===== config.mk =====
export PLATFORM = sky130hd
export DESIGN_NAME = olp_guard
export DESIGN_NICKNAME = d
export VERILOG_FILES = /design/src/rtl/olp_pkg.sv /design/src/rtl/olp_step_dec.sv /design/src/rtl/olp_updown_cnt.sv /design/src/rtl/olp_fault_latch.sv /design/src/rtl/olp_guard.sv
export SDC_FILE = /design/constraint.sdc
export NUM_CORES = 1
export LEC_CHECK = 0
export BUFFER_PORTS_ARGS = -buffer_cell sky130_fd_sc_hd__buf_2
export CORE_AREA = 2 2 39 41
export CTS_CLUSTER_SIZE = 16
export DETAILED_ROUTE_END_ITERATION = 12
export DIE_AREA = 0 0 41 43
export GPL_TIMING_DRIVEN = 0
export HOLD_SLACK_MARGIN = 0.1
export SLEW_MARGIN = 20
export SYNTH_ARGS = -nofsm -noshare
export SYNTH_HDL_FRONTEND = slang
export SYNTH_HIERARCHICAL = 1
export SYNTH_SLANG_ARGS = --single-unit

===== constraint.sdc =====
create_clock -name clk -period 2.3 [get_ports clk]
set_input_delay 0.115 -clock clk [delete_from_list [all_inputs] [get_ports clk]]
set_output_delay 0.115 -clock clk [all_outputs]
set_load 0.1 [all_outputs]

===== src/rtl/olp_pkg.sv =====
// Shared types for the open-lamp fault detector.
// Assumes: one count step at most per clock.
package olp_pkg;
    typedef enum logic [1:0] {
        STEP_HOLD  = 2'd0,
        STEP_UP    = 2'd1,
        STEP_DOWN  = 2'd2,
        STEP_CLEAR = 2'd3
    } step_e;
endpackage


===== src/rtl/olp_step_dec.sv =====
// Chooses the counter action for this clock from the qualifiers.
// Assumes: the strobe is already synchronous to clk.
module olp_step_dec
    import olp_pkg::*;
(
    input  logic  det_en,
    input  logic  cyc_stb,
    input  logic  thr_cross,
    input  logic  fault,
    output step_e step
);
    // Priority: disable clears, then fault or missing strobe hold.
    always_comb begin
        if (!det_en)
            step = STEP_CLEAR;
        else if (fault || !cyc_stb)
            step = STEP_HOLD;
        else if (thr_cross)
            step = STEP_UP;
        else
            step = STEP_DOWN;
    end
endmodule


===== src/rtl/olp_updown_cnt.sv =====
// Saturating up/down counter that flags an up step taken from the top value.
// Assumes: the step comes from olp_step_dec; synchronous active-low reset.
module olp_updown_cnt
    import olp_pkg::*;
#(
    parameter int CNT_W = 4
) (
    input  logic             clk,
    input  logic             rst_n,
    input  step_e            step,
    output logic [CNT_W-1:0] cnt,
    output logic             ovf
);
    localparam logic [CNT_W-1:0] CNT_MAX = {CNT_W{1'b1}};

    // Overflow is an up request made while the count is at its top value.
    assign ovf = (step == STEP_UP) && (cnt == CNT_MAX);

    // Count update with saturation at both ends.
    always_ff @(posedge clk) begin
        if (!rst_n) begin
            cnt <= '0;
        end else begin
            unique case (step)
                STEP_CLEAR: cnt <= '0;
                STEP_UP:    if (cnt != CNT_MAX) cnt <= cnt + 1'b1;
                STEP_DOWN:  if (cnt != '0) cnt <= cnt - 1'b1;
                default:    cnt <= cnt;
            endcase
        end
    end

    p_down_sat_r3: assert property (@(posedge clk) disable iff (!rst_n)
        (step == STEP_DOWN && cnt == '0) |=> (cnt == '0));
    p_clear_r4: assert property (@(posedge clk) disable iff (!rst_n)
        (step == STEP_CLEAR) |=> (cnt == '0));
    p_hold_r6: assert property (@(posedge clk) disable iff (!rst_n)
        (step == STEP_HOLD) |=> $stable(cnt));
    p_no_wrap_r5: assert property (@(posedge clk) disable iff (!rst_n)
        (step == STEP_UP && cnt == CNT_MAX) |=> (cnt == CNT_MAX));
endmodule


===== src/rtl/olp_fault_latch.sv =====
// Sticky fault flag. It sets on counter overflow and clears only through reset.
// Assumes: rst_n reflects a power cycle.
module olp_fault_latch (
    input  logic clk,
    input  logic rst_n,
    input  logic set_i,
    output logic fault
);
    // Latch the overflow. Nothing except reset clears it.
    always_ff @(posedge clk) begin
        if (!rst_n)
            fault <= 1'b0;
        else if (set_i)
            fault <= 1'b1;
    end

    p_sticky_r5: assert property (@(posedge clk) disable iff (!rst_n)
        fault |=> fault);
endmodule


===== src/rtl/olp_guard.sv =====
// Open-lamp fault detector. It integrates per-cycle threshold crossings in an
// up/down counter and latches a shutdown when the counter overflows.
// Assumes: cyc_stb pulses once per switching cycle; det_en is low during ignition.
module olp_guard
    import olp_pkg::*;
#(
    parameter int CNT_W = 4
) (
    input  logic clk,
    input  logic rst_n,
    input  logic det_en,
    input  logic cyc_stb,
    input  logic thr_cross,
    output logic fault_o,
    output logic shutdown_o
);
    localparam logic [CNT_W-1:0] TOP = {CNT_W{1'b1}};

    step_e            step;
    logic [CNT_W-1:0] cnt;
    logic             ovf;
    logic             fault;

    olp_step_dec u_dec (
        .det_en   (det_en),
        .cyc_stb  (cyc_stb),
        .thr_cross(thr_cross),
        .fault    (fault),
        .step     (step)
    );

    olp_updown_cnt #(.CNT_W(CNT_W)) u_cnt (
        .clk  (clk),
        .rst_n(rst_n),
        .step (step),
        .cnt  (cnt),
        .ovf  (ovf)
    );

    olp_fault_latch u_latch (
        .clk  (clk),
        .rst_n(rst_n),
        .set_i(ovf),
        .fault(fault)
    );

    // The same latched flag drives both outputs.
    assign fault_o    = fault;
    assign shutdown_o = fault;

    p_trip_r5: assert property (@(posedge clk) disable iff (!rst_n)
        (det_en && cyc_stb && thr_cross && cnt == TOP) |=> fault_o);
    p_up_r2: assert property (@(posedge clk) disable iff (!rst_n)
        (det_en && cyc_stb && thr_cross && !fault && cnt != TOP) |=> (cnt == $past(cnt) + 1'b1));
    p_reset_r1: assert property (@(posedge clk)
        !rst_n |=> (!fault_o && cnt == '0));

    // the shutdown request always matches the fault flag.
    always_comb begin
        p_shut_r7: assert (shutdown_o == fault_o);
    end
endmodule


==> results of run 1 <==
## state kept, by name, indices dropped and copies added, names as in the netlist
signal / flops
u_cnt/cnt: 4
u_latch/fault: 1
## per-stage QoR
| step | instances | area, µm² | util, % | setup slack [ns] |
|---|---|---|---|---|
| after floorplan | 50 | 450 | - | 0.00506 |
| after global placement | 72 | 500 | 36.2 | 0.0663 |
| after detailed placement | 72 | 500 | 36.2 | 0.0467 |
| after CTS | 76 | 527 | 38.1 | 0.0219 |
| after global routing | 79 | 574 | 41.5 | -0.137 |
| final | 79 | 574 | 41.5 | -0.0194 |
## metal layers
metal | global-route usage [%] | vias to the layer above
met5 | 0 | -
met4 | 10.0 | 0
met3 | 4.71 | 0
met2 | 15.0 | 5
met1 | 13.2 | 167
li1 | - | 204
## where the power goes
| part | switching (mW) | total, mW | internal, mW |
|---|---|---|---|
| Combinational | 0.0468 | 0.0898 | 0.0430 |
| Clock | 0.0336 | 0.0990 | 0.0654 |
| Sequential | 0.00691 | 0.0988 | 0.0919 |
## kinds of logic after synthesis
| group | Yosys count | synth area share, % |
|---|---|---|
| flops | 5 | 24.6 |
| xor+xnor | 2 | 4.31 |
| compound gates | 15 | 24.0 |
| buf+inv | 7 | 9.23 |
| fa+ha+maj | 6 | 18.5 |
| simple gates | 15 | 19.4 |
## worst max-delay path: cells and delay by family (launching register included)
kind | cells | cell delay (ns)
flip-flops | 1 | 0.34
adder cells (fa/ha/maj) | 2 | 0.43
AO/OA/AOI/OAI | 5 | 0.83
AND/OR/NAND/NOR | 2 | 0.56
buffers and inverters | 1 | 0.07
## cell type report
cell class | count | share of cell area [%]
well taps | 16 | 3.49
plain buffers | 2 | 3.27
repair buffers | 9 | 9.15
clock buffers | 4 | 4.58
multi-input cells | 38 | 58.2
inverters | 5 | 3.27
flip-flops and latches | 5 | 18.1
## layout by cell type (no fill, tap or decap)
master    count
inv_1         4
o21ai_0       1
ha_1          4
nand3_1       4
dfxtp_1       4
a22oi_2       1
nand2_2       1
ha_4          2
a31oi_1       2
o21ai_2       2
clkbuf_4      3
nand2b_4      1
a211oi_1      1
nor2_1        1
nor2_2        1
or4_1         1
buf_2         6
xnor2_1       1
a31o_4        1
nand2_1       4
inv_2         1
a211o_1       1
xor2_1        1
o21ai_4       1
o21a_1        1
nand3b_1      1
buf_4         4
nor4_1        1
clkbuf_1      1
a21boi_0      2
buf_6         1
dfxtp_4       1
a21oi_1       2
## worst max path at each step
| stage | startpoint | endpoint | slack, ns |
|---|---|---|---|
| 2_1_floorplan | u_latch/fault | u_cnt/cnt[3] | 0.005 |
| 3_3_place_gp | u_latch/fault | u_cnt/cnt[3] | 0.07 |
| 3_5_place_dp | u_latch/fault | u_cnt/cnt[3] | 0.05 |
| 4_1_cts | u_latch/fault | u_cnt/cnt[3] | 0.02 |
| 5_1_grt | u_latch/fault | u_cnt/cnt[3] | -0.14 |
| 6_report | u_latch/fault | u_cnt/cnt[3] | -0.02 |
## repair_timing
item,CTS,global route
setup endpoints to repair,0,1
buffers inserted,0,3
gates resized for setup,0,4
hold buffers,0,0
==> impl_metrics.env, run 1 <==
export IMPL_status="complete, but fails checks"
export IMPL_violations="negative setup slack"
export IMPL_synth_edf_count=0
export IMPL_overflow=0
export IMPL_hold_depth=2
export IMPL_setup_violations_final=1
export IMPL_grt_first_pass_wirelength_um=1290
export IMPL_yosysTopAreaCell="dfxtp_1"
export IMPL_grt_usage_pct=11.3
export IMPL_ys_seq_elements=5
export IMPL_drc=0
export IMPL_synth_top_cells_by_count="ha_1 (6), dfxtp_1 (5), inv_1 (5)"
export IMPL_skew_ns=0.00192
export IMPL_antenna_cells=0
export IMPL_hold_worst_slack_ns=0.125
export IMPL_drt_pass1_iterations=4
export IMPL_worstPathRequired_ns=2.46
export IMPL_clockBufferDepth=2
export IMPL_drt_met1_wl_um=391
export IMPL_multi_input_area_um2=334
export IMPL_numCtsBuffers=3
export IMPL_start_kind="flip-flop"
export IMPL_root_buffer="clkbuf_4"
export IMPL_ys_types=26
export IMPL_wl_per_cell_um=10.1
export IMPL_yosysWarnings=6
export IMPL_clock_latency_ns=0.24
export IMPL_path_clk_slew_ns=0.04
export IMPL_rsz0062_at_grt="yes"
export IMPL_r2r_cells=10
export IMPL_synth_area_um2=407
export IMPL_hp_start="rst_n"
export IMPL_clock_sinks=5
export IMPL_gp_congestion=0.752
export IMPL_io_buffer_count=6
export IMPL_top_layer="met3"
export IMPL_antenna_left=0
export IMPL_crit_path_top_delay_cell="or4_1"
export IMPL_tightestPinTransition_ns=0.487
export IMPL_rows=14
export IMPL_dr_total_vias=376
export IMPL_met3_wirelength_um=12
export IMPL_io_pins=7
export IMPL_cpPeakStageDelay_ns=0.41
export IMPL_cts_tree="built"
export IMPL_async_reset_ff_share_pct=0
export IMPL_area_delta_synth_final_pct=41.2
export IMPL_syn_inst=50
export IMPL_nFillCells=150
export IMPL_crit_top_cell="ha_4"
export IMPL_report_final_slew_viol_count=0
export IMPL_arrival_ns=2.48
export IMPL_grt_max_degree=8
export IMPL_fin_nets=75
export IMPL_antenna_found_initial=0
export IMPL_start_util_pct=29.4
export IMPL_min_to="u_latch/fault"
export IMPL_dieWidth_um=41
export IMPL_grt_pass1_vias=336
export IMPL_hpwl_um=589
export IMPL_drive_gt1_share_pct=41.3
export IMPL_peakVddDrop_mv=0.302
export IMPL_viasPerCell=4.76
export IMPL_routed_wl_um=796
export IMPL_cap_violations=0
export IMPL_synth_area_leaders="dfxtp_1 (25%), ha_1 (18%), nand3_1 (4.9%)"
export IMPL_cellPowerDensity_nw_per_um2=501
export IMPL_max_clock_freq_ghz=0.431
export IMPL_wl_met2_um=392
export IMPL_relSlewSlack_pct=67.8
export IMPL_total_power_uw=288
export IMPL_drt_iter0_markers=2
export IMPL_tns_ns=-0.0194
export IMPL_synth_most_common_cell="ha_1"
export IMPL_synth_fp_nets=61
export IMPL_r2r_end="u_cnt/cnt[3]"
export IMPL_dieArea_um2=1760
export IMPL_critPathKind="flip-flop to flip-flop"
export IMPL_crit_chain="nand2b_4, o21ai_4, inv_2, ha_4, ha_4, a31o_4, a22oi_2, o21ai_2, or4_1, a31oi_1"
export IMPL_reg2reg_from="u_latch/fault"
export IMPL_period_share_pct=101
export IMPL_htreeDepth=1
export IMPL_ys_seq_area_share_pct=24.6
export IMPL_hold_viol_final=0
export IMPL_end_kind="flip-flop"
export IMPL_die_h_um=43
export IMPL_regArea_um2=104
export IMPL_core_area_um2=1380
export IMPL_regToRegSetupSlack_ns=-0.02
export IMPL_min_delay_path_class="input port to flip-flop"
export IMPL_syn_avg_cell_area_um2=8.13
export IMPL_setup_slack_ns=-0.0194
export IMPL_period_needed_ns=2.32
export IMPL_p_leak_nw=0.254
export IMPL_worstPathMaxFanout=4
export IMPL_yosys_most_used_dff="dfxtp_1"
export IMPL_synth_top_area_share_pct=24.6
Note: power is estimated with default switching activity, not from simulation.
==> run 2: changes to the inputs <==
CELL_PAD_IN_SITES_DETAIL_PLACEMENT = 0   (was not set)
CELL_PAD_IN_SITES_GLOBAL_PLACEMENT = 2   (was not set)
CORE_AREA = not set   (was 2 2 39 41)
CORE_MARGIN = 1   (was not set)
CORE_UTILIZATION = 26   (was not set)
DIE_AREA = not set   (was 0 0 41 43)
PLACE_DENSITY_LB_ADDON = 0.1   (was not set)
==> impl_metrics.env, run 2 (synthesized netlist as in run 1, its figures left out) <==
export IMPL_core_area_um2=1380
export IMPL_top_layer="met3"
export IMPL_cellPowerDensity_nw_per_um2=521
export IMPL_drt_met1_wl_um=404
export IMPL_relSlewSlack_pct=68.0
export IMPL_tightestPinTransition_ns=0.483
export IMPL_drt_iter0_markers=8
export IMPL_dr_total_vias=394
export IMPL_end_kind="flip-flop"
export IMPL_layout_commonest_cell="buf_2"
export IMPL_clockBufferDepth=2
export IMPL_start_util_pct=29.4
export IMPL_start_kind="flip-flop"
export IMPL_critPathKind="flip-flop to flip-flop"
export IMPL_grt_first_pass_wirelength_um=1550
export IMPL_finish_utilization_pct=40.0
export IMPL_total_power_uw=288
export IMPL_htreeDepth=1
export IMPL_status="finished clean"
export IMPL_worstPathRequired_ns=2.47
export IMPL_r2r_end="u_cnt/cnt[3]"
export IMPL_wl_met2_um=469
export IMPL_worstPathMaxFanout=5
export IMPL_period_share_pct=99.7
export IMPL_hold_worst_slack_ns=0.127
export IMPL_numCtsBuffers=3
export IMPL_viasPerCell=5.18
export IMPL_switching_share_pct=31.4
export IMPL_rsz0062_at_grt="yes"
export IMPL_nFillCells=145
export IMPL_dieArea_um2=1730
export IMPL_drc=0
export IMPL_top_register="u_cnt/cnt"
export IMPL_skew_ns=0.00192
export IMPL_wl_per_cell_um=11.8
export IMPL_r2r_cells=10
export IMPL_overflow=0
export IMPL_reg_top3="u_cnt/cnt: 4 flops, u_latch/fault: 1 flops"
export IMPL_regArea_um2=104
export IMPL_tns_ns=0
export IMPL_clock_sinks=5
export IMPL_p_leak_nw=0.240
export IMPL_arrival_ns=2.46
export IMPL_drive_gt1_share_pct=37.7
export IMPL_min_to="u_latch/fault"
export IMPL_antenna_cells=0
export IMPL_io_buffer_count=6
export IMPL_comb_power_share_pct=30.1
export IMPL_area_delta_synth_final_pct=36.0
export IMPL_grt_usage_pct=11.3
export IMPL_drt_pass1_iterations=4
export IMPL_max_clock_freq_ghz=0.436
export IMPL_rows=13
export IMPL_grt_pass1_vias=379
export IMPL_path_clk_slew_ns=0.04
export IMPL_hold_depth=2
export IMPL_hp_start="rst_n"
export IMPL_report_final_slew_viol_count=0
export IMPL_gp_congestion=0.687
export IMPL_multi_input_area_um2=329
export IMPL_routed_wl_um=894
export IMPL_reg2reg_from="u_latch/fault"
export IMPL_grt_max_degree=8
export IMPL_clock_latency_ns=0.24
export IMPL_min_delay_path_class="input port to flip-flop"
export IMPL_largest_reg_flops=4
export IMPL_io_pins=7
export IMPL_cts_tree="built"
export IMPL_cap_violations=0
export IMPL_fin_nets=73
export IMPL_setup_violations_final=0
export IMPL_antenna_found_initial=0
export IMPL_intPower_uw=198
export IMPL_met3_wirelength_um=20
export IMPL_period_needed_ns=2.29
export IMPL_p_sw_uw=90.4
export IMPL_hpwl_um=694
export IMPL_die_h_um=41.5
export IMPL_regToRegSetupSlack_ns=0.006
export IMPL_peakVddDrop_mv=0.302
export IMPL_seqPwrFrac_pct=34.5
export IMPL_clkPwrFrac_pct=35.4
export IMPL_hold_viol_final=0
export IMPL_dieWidth_um=41.5
export IMPL_root_buffer="clkbuf_4"
export IMPL_antenna_left=0
[run 2: cell type report]
cell class | count | share of cell area [%]
inverters | 5 | 3.39
flip-flops and latches | 5 | 18.8
well taps | 15 | 3.39
plain buffers | 2 | 3.39
repair buffers | 7 | 6.79
multi-input cells | 38 | 59.5
clock buffers | 4 | 4.75
[run 2: worst max-delay path by stage]
stage | end | startpoint | depth (start not counted)
final | u_cnt/cnt[3] | u_latch/fault | 10
after global routing | u_cnt/cnt[3] | u_latch/fault | 10
after CTS | u_cnt/cnt[3] | u_latch/fault | 10
after detailed placement | u_cnt/cnt[3] | u_latch/fault | 10
after global placement | u_cnt/cnt[3] | u_latch/fault | 10
after floorplan | u_cnt/cnt[3] | u_latch/fault | 10
[run 2: power groups by stage]
stage	Combinational [mW]	Sequential [mW]	Clock (mW)
4_1_cts	0.0799	0.0994	0.107
3_3_place_gp	0.0767	0.101	0
5_1_grt	0.0959	0.100	0.117
6_report	0.0867	0.0995	0.102
3_5_place_dp	0.0795	0.101	0
2_1_floorplan	0.0620	0.0987	0
[run 2: what timing repair did]
item | 4_1_cts | 5_1_grt
buffers inserted | 0 | 1
hold buffers | 0 | 0
hold endpoints to repair | 0 | 0
resized for setup | 0 | 3
setup endpoints to repair | 0 | 1
[run 2: metrics by stage]
stage | worst slack [ns] | instances | area [µm²]
detailed placement | 0.0183 | 71 | 499
finish | 0.00644 | 76 | 553
global placement | 0.0846 | 71 | 499
global route | -0.0497 | 76 | 553
CTS | 0.00687 | 75 | 526
floorplan | 0.00506 | 50 | 450
[run 2: layer usage]
| metal | GRT usage [%] | vias up |
|---|---|---|
| met5 | 0 | - |
| met1 | 13.8 | 189 |
| met2 | 18.4 | 6 |
| met4 | 1.94 | 0 |
| li1 | - | 199 |
| met3 | 5.22 | 0 |
[run 2: worst max-delay path: stages (launching register included)]
cell and delay (ns):
dfxtp_4 0.34, nand2b_4 0.16, o21ai_4 0.14, inv_2 0.08, ha_4 0.19, ha_4 0.25
a31o_2 0.25, a22oi_2 0.15, o21ai_1 0.11, or4_1 0.42, a31oi_1 0.13
==> run 3: changes to the inputs <==
CELL_PAD_IN_SITES_DETAIL_PLACEMENT = 1   (was 0)
HOLD_SLACK_MARGIN = not set   (was 0.1)
==> impl_metrics.env, run 3 (synthesized netlist as in run 1, its figures left out) <==
export IMPL_status="finished clean"
export IMPL_antenna_cells=0
export IMPL_dp_slack_ns=0.0158
export IMPL_critPathKind="flip-flop to flip-flop"
export IMPL_r2r_cells=10
export IMPL_top_register="u_cnt/cnt"
export IMPL_htreeDepth=1
export IMPL_reg_top3="u_cnt/cnt: 4 flops, u_latch/fault: 1 flops"
export IMPL_core_area_um2=1380
export IMPL_period_share_pct=99.0
export IMPL_tightestPinTransition_ns=0.484
export IMPL_final_cell_mix="buf_4 (7), buf_2 (6)"
export IMPL_max_clock_freq_ghz=0.439
export IMPL_fin_nets=78
export IMPL_crit_cells=10
export IMPL_worstPathMaxFanout=4
export IMPL_cts_tree="built"
export IMPL_io_buffer_count=6
export IMPL_crit_path_top_delay_cell="or4_1"
export IMPL_crit_chain="nand2b_4, o21ai_4, inv_2, ha_4, ha_4, a31o_4, a22oi_2, o21ai_2, or4_1, a31oi_1"
export IMPL_worstPathRequired_ns=2.48
export IMPL_drt_iter0_markers=5
export IMPL_hold_viol_final=0
export IMPL_report_final_slew_viol_count=0
export IMPL_clockBufferDepth=2
export IMPL_numCtsBuffers=3
export IMPL_largest_reg_flops=4
export IMPL_rsz0062_at_grt="yes"
export IMPL_start_util_pct=29.4
export IMPL_drc=0
export IMPL_clock_sinks=5
export IMPL_die_h_um=41.5
export IMPL_grt_usage_pct=12.3
export IMPL_grt_max_degree=8
export IMPL_dr_total_vias=406
export IMPL_hold_depth=2
export IMPL_cpLargestDelayFamily="compound AO/OA/AOI/OAI gates"
export IMPL_dieArea_um2=1730
export IMPL_viasPerCell=5.01
export IMPL_relSlewSlack_pct=67.9
export IMPL_area_delta_synth_final_pct=48.9
export IMPL_wl_per_cell_um=12.4
export IMPL_rows=13
export IMPL_path_clk_slew_ns=0.05
export IMPL_period_needed_ns=2.28
export IMPL_cellPowerDensity_nw_per_um2=500
export IMPL_antenna_found_initial=0
export IMPL_cpPeakStageDelay_ns=0.39
export IMPL_dieWidth_um=41.5
export IMPL_cap_violations=0
export IMPL_path_buf_inv=1
export IMPL_finish_utilization_pct=43.8
export IMPL_grt_pass1_vias=381
export IMPL_grt_first_pass_wirelength_um=1650
export IMPL_layout_commonest_cell="buf_4"
export IMPL_setup_slack_ns=0.0219
export IMPL_hpwl_um=752
export IMPL_antenna_left=0
export IMPL_p_leak_nw=0.268
export IMPL_gp_congestion=0.687
export IMPL_routed_wl_um=1000
export IMPL_setup_violations_final=0
export IMPL_end_kind="flip-flop"
export IMPL_drive_gt1_share_pct=45.5
export IMPL_root_buffer="clkbuf_4"
export IMPL_clock_latency_ns=0.25
export IMPL_peakVddDrop_mv=0.309
export IMPL_start_kind="flip-flop"
export IMPL_holdBufCountCts=0
export IMPL_skew_ns=0.00142
export IMPL_min_delay_path_class="input port to flip-flop"
export IMPL_placed_area_um2=499
export IMPL_tns_ns=0
export IMPL_overflow=0
export IMPL_arrival_ns=2.45
export IMPL_postLayoutCellArea_um2=606
export IMPL_drt_pass1_iterations=4
export IMPL_io_pins=7
export IMPL_crit_top_cell="ha_4"
run 3: metrics by stage:
step	instances	hold WS (ns)	power, mW
4_1_cts	75	0.124	0.292
6_report	81	0.130	0.303
3_3_place_gp	71	0.368	0.177
3_5_place_dp	71	0.387	0.183
2_1_floorplan	50	0.232	0.161
5_1_grt	81	0.131	0.325
run 3: repair_timing:
item | 4_1_cts | 5_1_grt
setup buffers | 0 | 6
setup endpoints to repair | 0 | 1
gates resized for setup | 0 | 6
run 3: final timing paths:
path / end / startpoint / slack [ns]
setup reg to reg: u_cnt/cnt[3] / u_latch/fault / 0.02
hold / removal: u_latch/fault / rst_n / 0.13
hold reg to reg: u_cnt/cnt[3] / u_cnt/cnt[3] / 0.53
setup / recovery: u_cnt/cnt[3] / u_latch/fault / 0.02
run 3: power by group:
group          switching [mW]  internal [mW]  total (mW)
sequential            0.00812         0.0918      0.0999
combinational          0.0500         0.0470      0.0969
clock                  0.0399         0.0658       0.106
total                  0.0979          0.205       0.303
run 3: layer usage:
layer | wire length [µm] | global-route usage, %
met5 | 0 | 0
met3 | 41 | 5.22
met1 | 453 | 14.3
met4 | 0 | 1.94
met2 | 508 | 21.3
run 3: final cells by class:
class,count,area (µm²)
plain buffers,2,18.8
clock buffers,4,26.3
fillers,169,777
inverters,5,18.8
multi-input cells,38,344
flip-flops and latches,5,104
well taps,15,18.8
repair buffers,12,75.1
